--- src/rtl/alu8_pkg.sv ---
package alu8_pkg;
  localparam int DW = 8;
  localparam int NW = DW / 2;
  localparam int OPW = 4;

  typedef enum logic [OPW-1:0] {
    OP_ADD = 4'd0,  OP_ADC = 4'd1,  OP_SUB = 4'd2,  OP_SBC = 4'd3,
    OP_DAA = 4'd4,  OP_AND = 4'd5,  OP_OR  = 4'd6,  OP_XOR = 4'd7,
    OP_CPL = 4'd8,  OP_RL  = 4'd9,  OP_RR  = 4'd10, OP_RLC = 4'd11,
    OP_RRC = 4'd12, OP_INC = 4'd13, OP_DEC = 4'd14, OP_NOP = 4'd15
  } op_e;

  typedef struct packed {
    logic c;
    logic ac;
    logic z;
    logic ov;
  } flags_t;
endpackage

--- src/rtl/alu8_adder.sv ---
module alu8_adder #(
  parameter int DW = alu8_pkg::DW,
  parameter int NW = alu8_pkg::NW
) (
  input  logic [DW-1:0] x_i,
  input  logic [DW-1:0] y_i,
  input  logic          cin_i,
  output logic [DW-1:0] sum_o,
  output logic          c_half_o,
  output logic          c_msb_in_o,
  output logic          c_out_o
);
  localparam int MW = DW - 1 - NW;

  logic [NW:0] lo;
  logic [MW:0] mid;
  logic [1:0]  top;

  // split so the nibble and bit-7 carries are visible
  assign lo  = {1'b0, x_i[NW-1:0]} + {1'b0, y_i[NW-1:0]} + {{NW{1'b0}}, cin_i};
  assign mid = {1'b0, x_i[DW-2:NW]} + {1'b0, y_i[DW-2:NW]} + {{MW{1'b0}}, lo[NW]};
  assign top = {1'b0, x_i[DW-1]} + {1'b0, y_i[DW-1]} + {1'b0, mid[MW]};

  assign sum_o      = {top[0], mid[MW-1:0], lo[NW-1:0]};
  assign c_half_o   = lo[NW];
  assign c_msb_in_o = mid[MW];
  assign c_out_o    = top[1];
endmodule

--- src/rtl/alu8_daa.sv ---
module alu8_daa #(
  parameter int DW = alu8_pkg::DW,
  parameter int NW = alu8_pkg::NW
) (
  input  logic [DW-1:0] a_i,
  input  logic          c_i,
  input  logic          ac_i,
  output logic [DW-1:0] res_o,
  output logic          c_o
);
  localparam logic [NW-1:0] DIGIT_MAX = NW'(9);
  localparam logic [NW-1:0] DIGIT_ADJ = NW'(6);

  logic          lo_fix, hi_fix;
  logic [DW-1:0] adj;
  logic [DW:0]   sum;

  assign lo_fix = (a_i[NW-1:0] > DIGIT_MAX) | ac_i;
  assign hi_fix = (a_i[DW-1:NW] > DIGIT_MAX) | c_i;
  assign adj    = {hi_fix ? DIGIT_ADJ : '0, lo_fix ? DIGIT_ADJ : '0};
  assign sum    = {1'b0, a_i} + {1'b0, adj};
  assign res_o  = sum[DW-1:0];
  assign c_o    = sum[DW] | c_i;  // carry kept if no new carry
endmodule

--- src/rtl/alu8_logic.sv ---
module alu8_logic
  import alu8_pkg::*;
#(
  parameter int DW = alu8_pkg::DW
) (
  input  op_e           op_i,
  input  logic [DW-1:0] a_i,
  input  logic [DW-1:0] b_i,
  output logic [DW-1:0] res_o
);
  always_comb begin
    unique case (op_i)
      OP_AND:  res_o = a_i & b_i;
      OP_OR:   res_o = a_i | b_i;
      OP_XOR:  res_o = a_i ^ b_i;
      OP_CPL:  res_o = ~a_i;
      default: res_o = '0;
    endcase
  end
endmodule

--- src/rtl/alu8_rot.sv ---
module alu8_rot
  import alu8_pkg::*;
#(
  parameter int DW = alu8_pkg::DW
) (
  input  op_e           op_i,
  input  logic [DW-1:0] a_i,
  input  logic          c_i,
  output logic [DW-1:0] res_o,
  output logic          c_o
);
  always_comb begin
    res_o = a_i;
    c_o   = 1'b0;
    unique case (op_i)
      OP_RL:  res_o = {a_i[DW-2:0], a_i[DW-1]};
      OP_RR:  res_o = {a_i[0], a_i[DW-1:1]};
      OP_RLC: begin res_o = {a_i[DW-2:0], c_i}; c_o = a_i[DW-1]; end
      OP_RRC: begin res_o = {c_i, a_i[DW-1:1]}; c_o = a_i[0];    end
      default: ;
    endcase
  end
endmodule

--- src/rtl/alu8_core.sv ---
module alu8_core
  import alu8_pkg::*;
#(
  parameter int DW  = alu8_pkg::DW,
  parameter int OPW = alu8_pkg::OPW
) (
  input  logic [DW-1:0]  a_i,
  input  logic [DW-1:0]  b_i,
  input  logic [OPW-1:0] op_i,
  input  logic           c_i,
  input  logic           ac_i,
  output logic [DW-1:0]  res_o,
  output logic           c_o,
  output logic           ac_o,
  output logic           z_o,
  output logic           ov_o,
  output logic           upd_c_o,
  output logic           upd_ac_o,
  output logic           upd_z_o,
  output logic           upd_ov_o
);
  op_e op;
  assign op = op_e'(op_i);

  // shared adder: add, sub (A + ~B + cin), inc, dec
  logic [DW-1:0] add_y, add_sum;
  logic          add_cin, add_c_half, add_c_msb_in, add_c_out;

  always_comb begin
    add_y   = b_i;
    add_cin = 1'b0;
    unique case (op)
      OP_ADC: add_cin = c_i;
      OP_SUB: begin add_y = ~b_i; add_cin = 1'b1; end
      OP_SBC: begin add_y = ~b_i; add_cin = c_i;  end
      OP_INC: begin add_y = '0;   add_cin = 1'b1; end
      OP_DEC: add_y = '1;
      default: ;
    endcase
  end

  alu8_adder #(.DW(DW)) u_adder (
    .x_i        (a_i),
    .y_i        (add_y),
    .cin_i      (add_cin),
    .sum_o      (add_sum),
    .c_half_o   (add_c_half),
    .c_msb_in_o (add_c_msb_in),
    .c_out_o    (add_c_out)
  );

  logic [DW-1:0] daa_res, log_res, rot_res;
  logic          daa_c, rot_c;

  alu8_daa #(.DW(DW)) u_daa (
    .a_i   (a_i),
    .c_i   (c_i),
    .ac_i  (ac_i),
    .res_o (daa_res),
    .c_o   (daa_c)
  );

  alu8_logic #(.DW(DW)) u_logic (
    .op_i  (op),
    .a_i   (a_i),
    .b_i   (b_i),
    .res_o (log_res)
  );

  alu8_rot #(.DW(DW)) u_rot (
    .op_i  (op),
    .a_i   (a_i),
    .c_i   (c_i),
    .res_o (rot_res),
    .c_o   (rot_c)
  );

  flags_t upd, raw;

  always_comb begin
    res_o = a_i;
    upd   = '0;
    raw   = '0;
    unique case (op)
      OP_ADD, OP_ADC, OP_SUB, OP_SBC: begin
        res_o  = add_sum;
        upd    = '{c: 1'b1, ac: 1'b1, z: 1'b1, ov: 1'b1};
        raw.c  = add_c_out;
        raw.ac = add_c_half;
        raw.ov = add_c_msb_in ^ add_c_out;
      end
      OP_INC, OP_DEC: begin
        res_o = add_sum;
        upd.z = 1'b1;
      end
      OP_DAA: begin
        res_o = daa_res;
        upd.c = 1'b1;
        raw.c = daa_c;
      end
      OP_AND, OP_OR, OP_XOR, OP_CPL: begin
        res_o = log_res;
        upd.z = 1'b1;
      end
      OP_RL, OP_RR: res_o = rot_res;
      OP_RLC, OP_RRC: begin
        res_o = rot_res;
        upd.c = 1'b1;
        raw.c = rot_c;
      end
      default: ;
    endcase
    raw.z = (res_o == '0);
  end

  assign c_o      = raw.c  & upd.c;
  assign ac_o     = raw.ac & upd.ac;
  assign z_o      = raw.z  & upd.z;
  assign ov_o     = raw.ov & upd.ov;
  assign upd_c_o  = upd.c;
  assign upd_ac_o = upd.ac;
  assign upd_z_o  = upd.z;
  assign upd_ov_o = upd.ov;
endmodule

--- config.mk ---
export PLATFORM = sky130hd
export DESIGN_NAME = alu8_core
export DESIGN_NICKNAME = d
export VERILOG_FILES = /design/src/rtl/alu8_pkg.sv /design/src/rtl/alu8_adder.sv /design/src/rtl/alu8_daa.sv /design/src/rtl/alu8_logic.sv /design/src/rtl/alu8_rot.sv /design/src/rtl/alu8_core.sv
export SDC_FILE = /design/constraint.sdc
export NUM_CORES = 1
export LEC_CHECK = 0
export CAP_MARGIN = 10
export CORE_MARGIN = 4
export CORE_UTILIZATION = 61
export DETAILED_ROUTE_END_ITERATION = 10
export PLACE_DENSITY_LB_ADDON = 0.15
export RECOVER_POWER = 100
export SYNTH_ARGS = -nofsm -noshare
export SYNTH_HDL_FRONTEND = slang
export SYNTH_SLANG_ARGS = --single-unit
--- constraint.sdc ---
create_clock -name vclk -period 15.4
set_input_delay 3.08 -clock vclk [all_inputs]
set_output_delay 3.08 -clock vclk [all_outputs]
set_load 0.03 [all_outputs]
# ---- After elaboration in Yosys (flattened, before gate mapping)
# Cells that the tools add are included.
# Widths: inputs -> output; s select.
dict set report totals {
  regBits 0
  latchBits 0
  mem_bits_rw 0
  rom_bits 0
  in_bits 22
  output_inout_bits 16
  elab_cells 62
  mem_count 0
}
dict set report classes {
  n_addsub 7
  n_mul 0
  div 0
  magnitude_cmp 2
  eq_ne 14
  shifts 0
  mux 14
  bitwise 13
  n_reduce_logical 12
}
# cell n
set op_table {}
lappend op_table {{$pmux 8 s4} 3}
lappend op_table {{$eq 4x4->1 const B} 7}
lappend op_table {{$pmux 8 s3} 1}
lappend op_table {{$eq 4x3->1 const B} 4}
lappend op_table {{$not 8->8} 2}
lappend op_table {{$reduce_or 4->1} 3}
lappend op_table {{$reduce_or 10->1} 1}
lappend op_table {{$add 8x8->9} 1}
lappend op_table {{$and 8x8->8} 1}
lappend op_table {{$eq 4x2->1 const B} 2}
lappend op_table {{$gt 4x4->1 const B} 2}
lappend op_table {{$logic_not 8->1} 1}
lappend op_table {{$or 8x8->8} 1}
lappend op_table {{$reduce_or 2->1} 4}
lappend op_table {{$xor 8x8->8} 1}
lappend op_table {{$reduce_or 7->1} 1}
lappend op_table {{$mux 3} 2}
lappend op_table {{$reduce_or 6->1} 1}
lappend op_table {{$add 4x4->5} 1}
lappend op_table {{$add 5x1->5} 1}
lappend op_table {{$mux 1} 5}
lappend op_table {{$add 3x3->4} 1}
lappend op_table {{$add 4x1->4} 1}
lappend op_table {{$and 1x1->1} 4}
lappend op_table {{8 further kinds} 11}

# ---- Depth between registers and ports, before layout
# Gate-level depths: netlist of the first run.
dict set report depth {
  ltp_word 10
  mapped_depth 23
  mapped_depth_nobuf 21
}

# ---- By module
# From an unflattened synthesis of the first run, not the netlist that was laid out.
dict set report hier_totals {
  hier_cells 298
  area_unflattened_um2 2123.3
}
# mod instances cells_per_inst area_per_inst_um2
set by_module_without_submodules {}
lappend by_module_without_submodules {alu8_core 1 146 895.9}
lappend by_module_without_submodules {alu8_logic 1 67 506.7}
lappend by_module_without_submodules {alu8_adder 1 29 271.5}
lappend by_module_without_submodules {alu8_rot 1 31 237.7}
lappend by_module_without_submodules {alu8_daa 1 25 211.5}

# ---- Worst setup path after synthesis of the first run
# No wires, ideal clock.
dict set report synth_timing {
  path_kind {input to output}
  from {input port op_i[2]}
  to {output port z_o}
  arrival_time_ps 7381
  path_slack_ps 4939
  stages 21
  n_path_buf 5
  path_cell_list {buf_4 buf_4 buf_2 buf_2 clkbuf_1 o21ai_0 a21oi_1 fa_1 inv_1 fa_1 nor2b_1 o21ai_0 nand2b_1 fa_1 inv_1 fa_1 a211o_1 o21ai_0 a2111o_1 nand3b_1 nor4_2}
}
dict set report synth_between {
  elab_cells_between_ends 36
}
# element line
set synth_rtl {}
lappend synth_rtl {{start, declared} alu8_core.sv:9} ;# input logic [OPW-1:0] op_i,
lappend synth_rtl {{$eq 4x2->1} {alu8_core.sv:32, alu8_core.sv:84}}
lappend synth_rtl {{$reduce_or 2->1 (no line)} --}
lappend synth_rtl {{$pmux 8 s3} alu8_core.sv:32} ;# unique case (op)
lappend synth_rtl {{$add 4x4->5} alu8_adder.sv:20} ;# assign lo = {1'b0, x_i[NW-1:0]} + {1'b0, y_i[NW-1:0]} + {{NW{1'b0}}, cin_i};
lappend synth_rtl {{$add 5x1->5} alu8_adder.sv:20}
lappend synth_rtl {{$add 4x1->4} alu8_adder.sv:21} ;# assign mid = {1'b0, x_i[DW-2:NW]} + {1'b0, y_i[DW-2:NW]} + {{MW{1'b0}}, lo[NW]};
lappend synth_rtl {{$pmux 8 s4 *} alu8_core.sv:84} ;# unique case (op)
lappend synth_rtl {{via res_o[5]} alu8_core.sv:12} ;# output logic [DW-1:0] res_o,
lappend synth_rtl {{$logic_not 8->1 *} alu8_core.sv:113} ;# raw.z = (res_o == '0);
lappend synth_rtl {{$and 1x1->1 *} alu8_core.sv:118} ;# assign z_o = raw.z & upd.z;
lappend synth_rtl {{end, declared} alu8_core.sv:15} ;# output logic z_o,
# The timed path passes the listed nets; every way through them passes the cells marked *.

# ---- Worst setup path in the final report of the first run
dict set report layout_timing {
  from {input port op_i[2]}
  to {output port z_o}
}
dict set report layout_between {
  elab_chain_len 10
  elab_cells_between_ends 36
}
# element line
set layout_rtl {}
lappend layout_rtl {{$eq 4x2->1} {alu8_core.sv:32, alu8_core.sv:84}}
lappend layout_rtl {{$reduce_or 2->1 (no line)} --}
lappend layout_rtl {{$pmux 8 s3} alu8_core.sv:32}
lappend layout_rtl {{$add 4x4->5} alu8_adder.sv:20}
lappend layout_rtl {{$add 5x1->5} alu8_adder.sv:20}
lappend layout_rtl {{$add 4x1->4} alu8_adder.sv:21}
lappend layout_rtl {{$add 2x1->2} alu8_adder.sv:22} ;# assign top = {1'b0, x_i[DW-1]} + {1'b0, y_i[DW-1]} + {1'b0, mid[MW]};
lappend layout_rtl {{$pmux 8 s4} alu8_core.sv:84}
lappend layout_rtl {{$logic_not 8->1} alu8_core.sv:113}
lappend layout_rtl {{$and 1x1->1 *} alu8_core.sv:118}
# Every way passes the cells marked *; elsewhere a longest branch is shown, timed or not.

==> insert_results.sql, run 1 <==
INSERT INTO impl_metrics (metric_group, metric, value, unit) VALUES
('outcome', 'outcome', 'finished, violations left', ''),
('outcome', 'violations_in_the_final_reports', 'capacitance limit, slew limit', ''),
('placement', 'gp_routability_congestion', '0.926', ''),
('routing', 'detailedRoute.firstIterationViolations', '442', ''),
('setup_path', 'timing.critical_path.required', '12.32', 'ns'),
('global_routing', 'grt_overflow', '0', ''),
('layout', 'multiInputGateArea', '1800', 'µm²'),
('routing', 'vias_per_cell', '6.70', ''),
('timing', 'fin_ws', '2.46', 'ns'),
('timing', 'worst_slew_pin_slew', '1.90', 'ns'),
('timing', 'max_freq', '77.3', 'MHz'),
('timing', 'setup-violations-final', '0', ''),
('layout', 'antenna_cells', '0', ''),
('synthesis', 'post_synth.cell_area_avg', '7.10', 'µm²'),
('global_routing', 'antenna_found_initial', '0', ''),
('timing', 'finalSetupTns', '0', 'ns'),
('setup_path', 'crit_type', 'in2out', ''),
('layout', 'syn_to_final_growth', '15.0', '%'),
('layout', 'seq_cell_count', '0', ''),
('die', 'floorplan.initialDensity', '0.658', ''),
('timing', 'grt_setup_unrepaired', 'false', ''),
('layout', 'num-nets-final', '362', ''),
('pwr', 'leakagePower', '1.07', 'nW'),
('timing', 'finalWorstPathRequiredPeriod', '12.94', 'ns'),
('layout', 'seq_area', '0', 'µm²'),
('global_routing', 'groute.usage.overall', '0.276', ''),
('routing', 'detail_route.wirelength', '6070', 'µm'),
('setup_path', 'startpoint_type', 'input port', ''),
('clock_tree', 'cts-hold-fix-buffers', '0', ''),
('setup_path', 'cp-startpoint', 'op_i[2]', ''),
('job', 'cap_viol_max_count', '1', ''),
('layout', 'final_common_cell', 'sky130_fd_sc_hd__inv_1', ''),
('timing', 'relSlewSlack', '-0.270', ''),
('pwr', 'cellPowerDensity', '42.2', 'nW/µm²'),
('global_routing', 'grt_pass1_vias', '2026', ''),
('timing', 'finalMaxSlewViolations', '48', ''),
('setup_path', 'setup.worst_path.end_class', 'output pin', ''),
('setup_path', 'worstPathMaxFanout', '47', ''),
('routing', 'router_iterations_before_antenna_repair', '5', ''),
('timing', 'hold_viol', '0', ''),
('synthesis', 'synthesis.nets', '343', ''),
('layout', 'design_area', '2370', 'µm²'),
('die', 'top_level_ports', '38', ''),
('placement', 'placed_cell_area', '2370', 'µm²'),
('synthesis', 'syn_inst', '290', ''),
('die', 'core_area', '3130', 'µm²'),
('min_path', 'hold_path_startpoint', 'op_i[0]', ''),
('synthesis', 'count_of_distinct_cell_types_in_the_synthesized_netlist', '63', ''),
('placement', 'place_hpwl', '4330', 'µm'),
('pwr', 'ir_drop', '0.0256', 'mV'),
('routing', 'detail_route.wl_per_cell', '17.3', 'µm'),
('global_routing', 'grt_pass1_wl', '9810', 'µm'),
('min_path', 'timing.hold.worst.class', 'in2out', ''),
('placement', 'placement.io_buffers', '38', ''),
('timing', 'final_min_period_over_clock_period', '0.840', ''),
('clock_tree', 'post_cts_resized', '0', ''),
('synthesis', 'yosys_warnings', '0', ''),
('setup_path', 'timing.critical_path.arrival', '9.86', 'ns'),
('synthesis', 'mappedNetlistArea', '2060', 'µm²'),
('routing', 'postRouteAntennaNets', '0', ''),
('routing', 'drc', '0', ''),
('clock_tree', 'cts_setup_buffers', '0', ''),
('die', 'fp-row-count', '20', ''),
('routing', 'num_vias', '2352', ''),
('layout', 'fillCellCount', '255', ''),
('layout', 'fraction_of_final_layout_cells_sized_beyond_drive_strength_1', '0.0456', ''),
('die', 'die_width', '66.1', 'µm'),
('die', 'die-area', '4370', 'µm²'),
('layout', 'layout_common_cells', 'sky130_fd_sc_hd__inv_1, sky130_fd_sc_hd__ha_1, sky130_fd_sc_hd__clkdlybuf4s50_1, sky130_fd_sc_hd__nand2_1, sky130_fd_sc_hd__o21ai_0', ''),
('die', 'die_height', '66.1', 'µm'),
('synthesis', 'synth.yosys.seq_area_share', '0', ''),
('placement', 'preCtsSetupSlack', '3.79', 'ns'),
('global_routing', 'grt_max_degree', '48', ''),
('layout', 'clockBufferCount', '0', '');
==> Yosys cell counts, types with 3 or more instances <==
master | n | share of area
sky130_fd_sc_hd__inv_1 | 28 | 0.051
sky130_fd_sc_hd__ha_1 | 25 | 0.15
sky130_fd_sc_hd__nand2_1 | 22 | 0.040
sky130_fd_sc_hd__o21ai_0 | 20 | 0.049
sky130_fd_sc_hd__a21oi_1 | 18 | 0.044
sky130_fd_sc_hd__mux2i_1 | 11 | 0.053
sky130_fd_sc_hd__nor2_1 | 11 | 0.020
sky130_fd_sc_hd__buf_2 | 9 | 0.022
sky130_fd_sc_hd__nand2b_1 | 9 | 0.027
sky130_fd_sc_hd__o22ai_1 | 9 | 0.027
sky130_fd_sc_hd__nor3_1 | 8 | 0.019
sky130_fd_sc_hd__buf_4 | 7 | 0.026
sky130_fd_sc_hd__nor2b_1 | 7 | 0.021
sky130_fd_sc_hd__a21o_1 | 6 | 0.022
sky130_fd_sc_hd__fa_1 | 6 | 0.058
sky130_fd_sc_hd__xnor2_1 | 6 | 0.026
sky130_fd_sc_hd__a32oi_1 | 5 | 0.021
sky130_fd_sc_hd__and3_1 | 5 | 0.015
sky130_fd_sc_hd__clkbuf_1 | 5 | 0.0091
sky130_fd_sc_hd__nand3_1 | 4 | 0.0097
sky130_fd_sc_hd__xor2_1 | 4 | 0.017
sky130_fd_sc_hd__a222oi_1 | 3 | 0.015
sky130_fd_sc_hd__a22oi_1 | 3 | 0.011
sky130_fd_sc_hd__and2_1 | 3 | 0.0091
sky130_fd_sc_hd__buf_6 | 3 | 0.016
sky130_fd_sc_hd__o211ai_1 | 3 | 0.011
sky130_fd_sc_hd__o31ai_1 | 3 | 0.011
==> critical path: stages <==
cell and delay [ns]:
sky130_fd_sc_hd__clkdlybuf4s50_1 0.46, sky130_fd_sc_hd__clkbuf_1 1.37, sky130_fd_sc_hd__nand2b_1 0.62, sky130_fd_sc_hd__nand2_1 0.20, sky130_fd_sc_hd__nand2_1 0.06, sky130_fd_sc_hd__o21ai_0 0.08, sky130_fd_sc_hd__a21oi_1 0.12, sky130_fd_sc_hd__fa_1 0.43
sky130_fd_sc_hd__inv_1 0.08, sky130_fd_sc_hd__fa_1 0.19, sky130_fd_sc_hd__nor2b_1 0.05, sky130_fd_sc_hd__o21ai_0 0.13, sky130_fd_sc_hd__nand2b_1 0.11, sky130_fd_sc_hd__fa_1 0.40, sky130_fd_sc_hd__a21o_1 0.18, sky130_fd_sc_hd__a21o_1 0.21
sky130_fd_sc_hd__fa_1 0.47, sky130_fd_sc_hd__nor2b_1 0.14, sky130_fd_sc_hd__o21ai_0 0.20, sky130_fd_sc_hd__and4_1 0.22, sky130_fd_sc_hd__nand3b_1 0.12, sky130_fd_sc_hd__nor4_2 0.14, sky130_fd_sc_hd__dlygate4sd3_1 0.77
==> layer usage <==
metal	share of wire	wire [µm]	vias to the layer above	global-route usage
met3	0.10	628	12	0.0204
li1	-	-	1102	-
met2	0.46	2800	141	0.432
met1	0.42	2570	1097	0.412
met5	0	0	-	0
met4	0.012	71	0	0.0482
==> where the power goes <==
group	switching (mW)	total, mW	internal, mW
Clock	0	0	0
Combinational	0.0582	0.0998	0.0416
Sequential	0	0	0
Total	0.0582	0.0998	0.0416
==> area by class of cell <==
type,count,area share
inverter,29,0.0460
multi-input combinational,236,0.759
tap,44,0.0233
timing repair buffer,42,0.172
==> logic make-up (layout without fill, tap and decap cells) <==
family          after synthesis  after routing  synth area share
compound gates               98             98             0.333
xor+xnor                     10             10            0.0426
fa+ha+maj                    31             31             0.210
buf+inv                      54             71             0.128
mux                          13             13            0.0644
simple gates                 84             84             0.222
==> worst paths after layout <==
path	to	cells past startpoint
max	z_o	23
min	upd_c_o	4
==> per-stage QoR <==
step | util | hold slack (ns) | cells | power (mW)
floorplan | - | 6.43 | 290 | 0.0687
global placement | 0.758 | 7.65 | 351 | 0.0986
detailed placement | 0.758 | 7.65 | 351 | 0.100
CTS | 0.758 | 7.64 | 351 | 0.101
global route | 0.756 | 7.79 | 351 | 0.109
finish | 0.756 | 7.72 | 351 | 0.0998
Note: power is estimated with default switching activity, not from simulation.
==> inputs of run 2 (changes only) <==
--- a/config.mk
+++ b/config.mk
@@ -7,7 +7,7 @@
 export LEC_CHECK = 0
 export CAP_MARGIN = 10
 export CORE_MARGIN = 4
-export CORE_UTILIZATION = 61
+export CORE_UTILIZATION = 51
 export DETAILED_ROUTE_END_ITERATION = 10
 export PLACE_DENSITY_LB_ADDON = 0.15
 export RECOVER_POWER = 100
==> constraint.sdc (replaced) <==
create_clock -name vclk -period 11.11
set_input_delay 2.222 -clock vclk [all_inputs]
set_output_delay 2.222 -clock vclk [all_outputs]
set_load 0.03 [all_outputs]
==> run 2 against run 1 <==
The run now ends clean. Worst hold slack lost 1.8 ns. Core utilization is 12 points lower. Die area grew 17%. Count of clock-buffer cells in the layout unchanged. Final cell count rose by 1.7%. Cell area up 0.85%.
==> insert_results.sql, run 2 (same netlist as run 1, synthesis figures left out) <==
INSERT INTO impl_metrics (metric_group, metric, value, unit) VALUES
('timing', 'finalWorstPathRequiredPeriod', '10.09', 'ns'),
('pwr', 'leakagePower', '1.08', 'nW'),
('die', 'die-area', '5120', 'µm²'),
('clock_tree', 'cts-hold-fix-buffers', '0', ''),
('timing', 'grt_setup_unrepaired', 'false', ''),
('timing', 'setup-violations-final', '0', ''),
('layout', 'seq_cell_count', '0', ''),
('global_routing', 'antenna_found_initial', '0', ''),
('setup_path', 'timing.critical_path.required', '8.89', 'ns'),
('setup_path', 'crit_type', 'in2out', ''),
('clock_tree', 'cts_setup_buffers', '0', ''),
('min_path', 'hold-path-endpoint', 'upd_c_o', ''),
('die', 'floorplan.initialDensity', '0.546', ''),
('setup_path', 'timing.critical_path.arrival', '7.87', 'ns'),
('layout', 'fillCellCount', '368', ''),
('timing', 'hold_viol', '0', ''),
('die', 'fp-row-count', '22', ''),
('timing', 'max_freq', '99.1', 'MHz'),
('global_routing', 'grt_pass1_wl', '10600', 'µm'),
('die', 'die_height', '71.5', 'µm'),
('outcome', 'outcome', 'finished, final reports clean', ''),
('min_path', 'timing.hold.worst.class', 'in2out', ''),
('die', 'core_area', '3770', 'µm²'),
('clock_tree', 'post_cts_resized', '0', ''),
('placement', 'gp_routability_congestion', '0.921', ''),
('routing', 'num_vias', '2327', ''),
('global_routing', 'grt_overflow', '0', ''),
('timing', 'final_min_period_over_clock_period', '0.908', ''),
('layout', 'final_common_cell', 'sky130_fd_sc_hd__inv_1', ''),
('pwr', 'total_power', '0.140', 'mW'),
('layout', 'final-instance-count-excl-fill', '357', ''),
('pwr', 'ir_drop', '0.0303', 'mV'),
('die', 'die_width', '71.5', 'µm'),
('routing', 'vias_per_cell', '6.52', ''),
('timing', 'finalSetupTns', '0', 'ns'),
('job', 'cap_viol_max_count', '0', ''),
('layout', 'multiInputGateArea', '1800', 'µm²'),
('layout', 'final_core_utilization', '0.633', ''),
('min_path', 'hold_path_startpoint', 'op_i[2]', ''),
('placement', 'placed_cell_area', '2390', 'µm²'),
('layout', 'layout_common_cells', 'sky130_fd_sc_hd__inv_1, sky130_fd_sc_hd__ha_1, sky130_fd_sc_hd__clkdlybuf4s50_1, sky130_fd_sc_hd__nand2_1, sky130_fd_sc_hd__o21ai_0', ''),
('routing', 'detailedRoute.firstIterationViolations', '442', ''),
('timing', 'worst_slew_pin_slew', '1.01', 'ns'),
('layout', 'seq_area', '0', 'µm²'),
('setup_path', 'setup.worst_path.end_class', 'output pin', ''),
('pwr', 'cellPowerDensity', '58.6', 'nW/µm²'),
('layout', 'clockBufferCount', '0', ''),
('die', 'top_level_ports', '38', ''),
('routing', 'drc', '0', ''),
('placement', 'place_hpwl', '4850', 'µm'),
('routing', 'detail_route.wl_per_cell', '18.1', 'µm'),
('setup_path', 'worstPathMaxFanout', '12', ''),
('timing', 'relSlewSlack', '0.329', ''),
('global_routing', 'grt_max_degree', '29', ''),
('routing', 'router_iterations_before_antenna_repair', '5', ''),
('layout', 'num-nets-final', '364', ''),
('placement', 'placed_cells_incl_taps', '357', ''),
('min_path', 'min_path_cells', '4', ''),
('routing', 'detail_route.wirelength', '6450', 'µm'),
('layout', 'design_area', '2390', 'µm²'),
('timing', 'finalMaxSlewViolations', '0', ''),
('placement', 'placement.io_buffers', '38', ''),
('routing', 'postRouteAntennaNets', '0', ''),
('setup_path', 'startpoint_type', 'input port', ''),
('layout', 'antenna_cells', '0', ''),
('global_routing', 'grt_pass1_vias', '2152', ''),
('layout', 'fraction_of_final_layout_cells_sized_beyond_drive_strength_1', '0.0518', ''),
('layout', 'syn_to_final_growth', '15.9', '%'),
('global_routing', 'groute.usage.overall', '0.246', '');
## run 2: changes by cell type in the layout (fill, tap and decap cells not counted)
cell and delta:
sky130_fd_sc_hd__buf_4 +2
## run 2: power breakdown
part / internal, mW / switching, mW
registers: 0 / 0
logic: 0.0580 / 0.0819
clock network: 0 / 0
total: 0.0580 / 0.0819
## run 2: worst max-delay path, cell delays in order
cell	delay (ns)
sky130_fd_sc_hd__dlygate4sd3_1	0.85
sky130_fd_sc_hd__nor2b_1	0.50
sky130_fd_sc_hd__mux2i_1	0.15
sky130_fd_sc_hd__o22ai_1	0.16
sky130_fd_sc_hd__a21oi_1	0.09
sky130_fd_sc_hd__fa_1	0.44
sky130_fd_sc_hd__inv_1	0.08
sky130_fd_sc_hd__fa_1	0.20
sky130_fd_sc_hd__nor2b_1	0.05
sky130_fd_sc_hd__o21ai_0	0.16
sky130_fd_sc_hd__nand2b_1	0.12
sky130_fd_sc_hd__fa_1	0.40
sky130_fd_sc_hd__a21o_1	0.17
sky130_fd_sc_hd__a21o_1	0.20
sky130_fd_sc_hd__fa_1	0.47
sky130_fd_sc_hd__nand2_1	0.10
sky130_fd_sc_hd__nand3_1	0.08
sky130_fd_sc_hd__nand3_1	0.13
sky130_fd_sc_hd__and4_1	0.23
sky130_fd_sc_hd__nand3b_1	0.15
sky130_fd_sc_hd__nor4_2	0.15
sky130_fd_sc_hd__dlygate4sd3_1	0.76
## run 2: layout make-up
class / instances / share of cell area
inverters: 29 / 0.0456
multi-input cells: 236 / 0.752
well taps: 48 / 0.0252
repair buffers: 44 / 0.177
## run 2: worst max-delay path by stage
stage	from	end	slack [ns]
after floorplan	op_i[2]	z_o	2.37
after global placement	op_i[1]	z_o	1.40
after detailed placement	op_i[1]	z_o	1.24
after CTS	op_i[1]	z_o	1.23
after global routing	op_i[1]	z_o	0.69
final	op_i[1]	z_o	1.02
## run 2: through the flow
stage	worst slack [ns]	hold WS [ns]
4_1_cts	1.23	5.91
2_1_floorplan	2.37	4.71
6_report	1.02	5.94
3_5_place_dp	1.24	5.91
5_1_grt	0.693	6.02
3_3_place_gp	1.40	5.91
## run 2: metal layers
metal  track usage  vias to the layer above  routed length (µm)
li1              -                     1102                   -
met1         0.363                     1070                2810
met4        0.0647                        0                  91
met3        0.0140                       14                 610
met2         0.387                      141                2940
met5             0                        -                   0
==> inputs of run 3 (changes only) <==
--- a/config.mk
+++ b/config.mk
@@ -11,6 +11,7 @@
 export DETAILED_ROUTE_END_ITERATION = 10
 export PLACE_DENSITY_LB_ADDON = 0.15
 export RECOVER_POWER = 100
+export SETUP_SLACK_MARGIN = 0.05
 export SYNTH_ARGS = -nofsm -noshare
 export SYNTH_HDL_FRONTEND = slang
 export SYNTH_SLANG_ARGS = --single-unit
==> results of run 3 <==
Same layout as run 2: the final DEF is identical, and so are final timing and power.
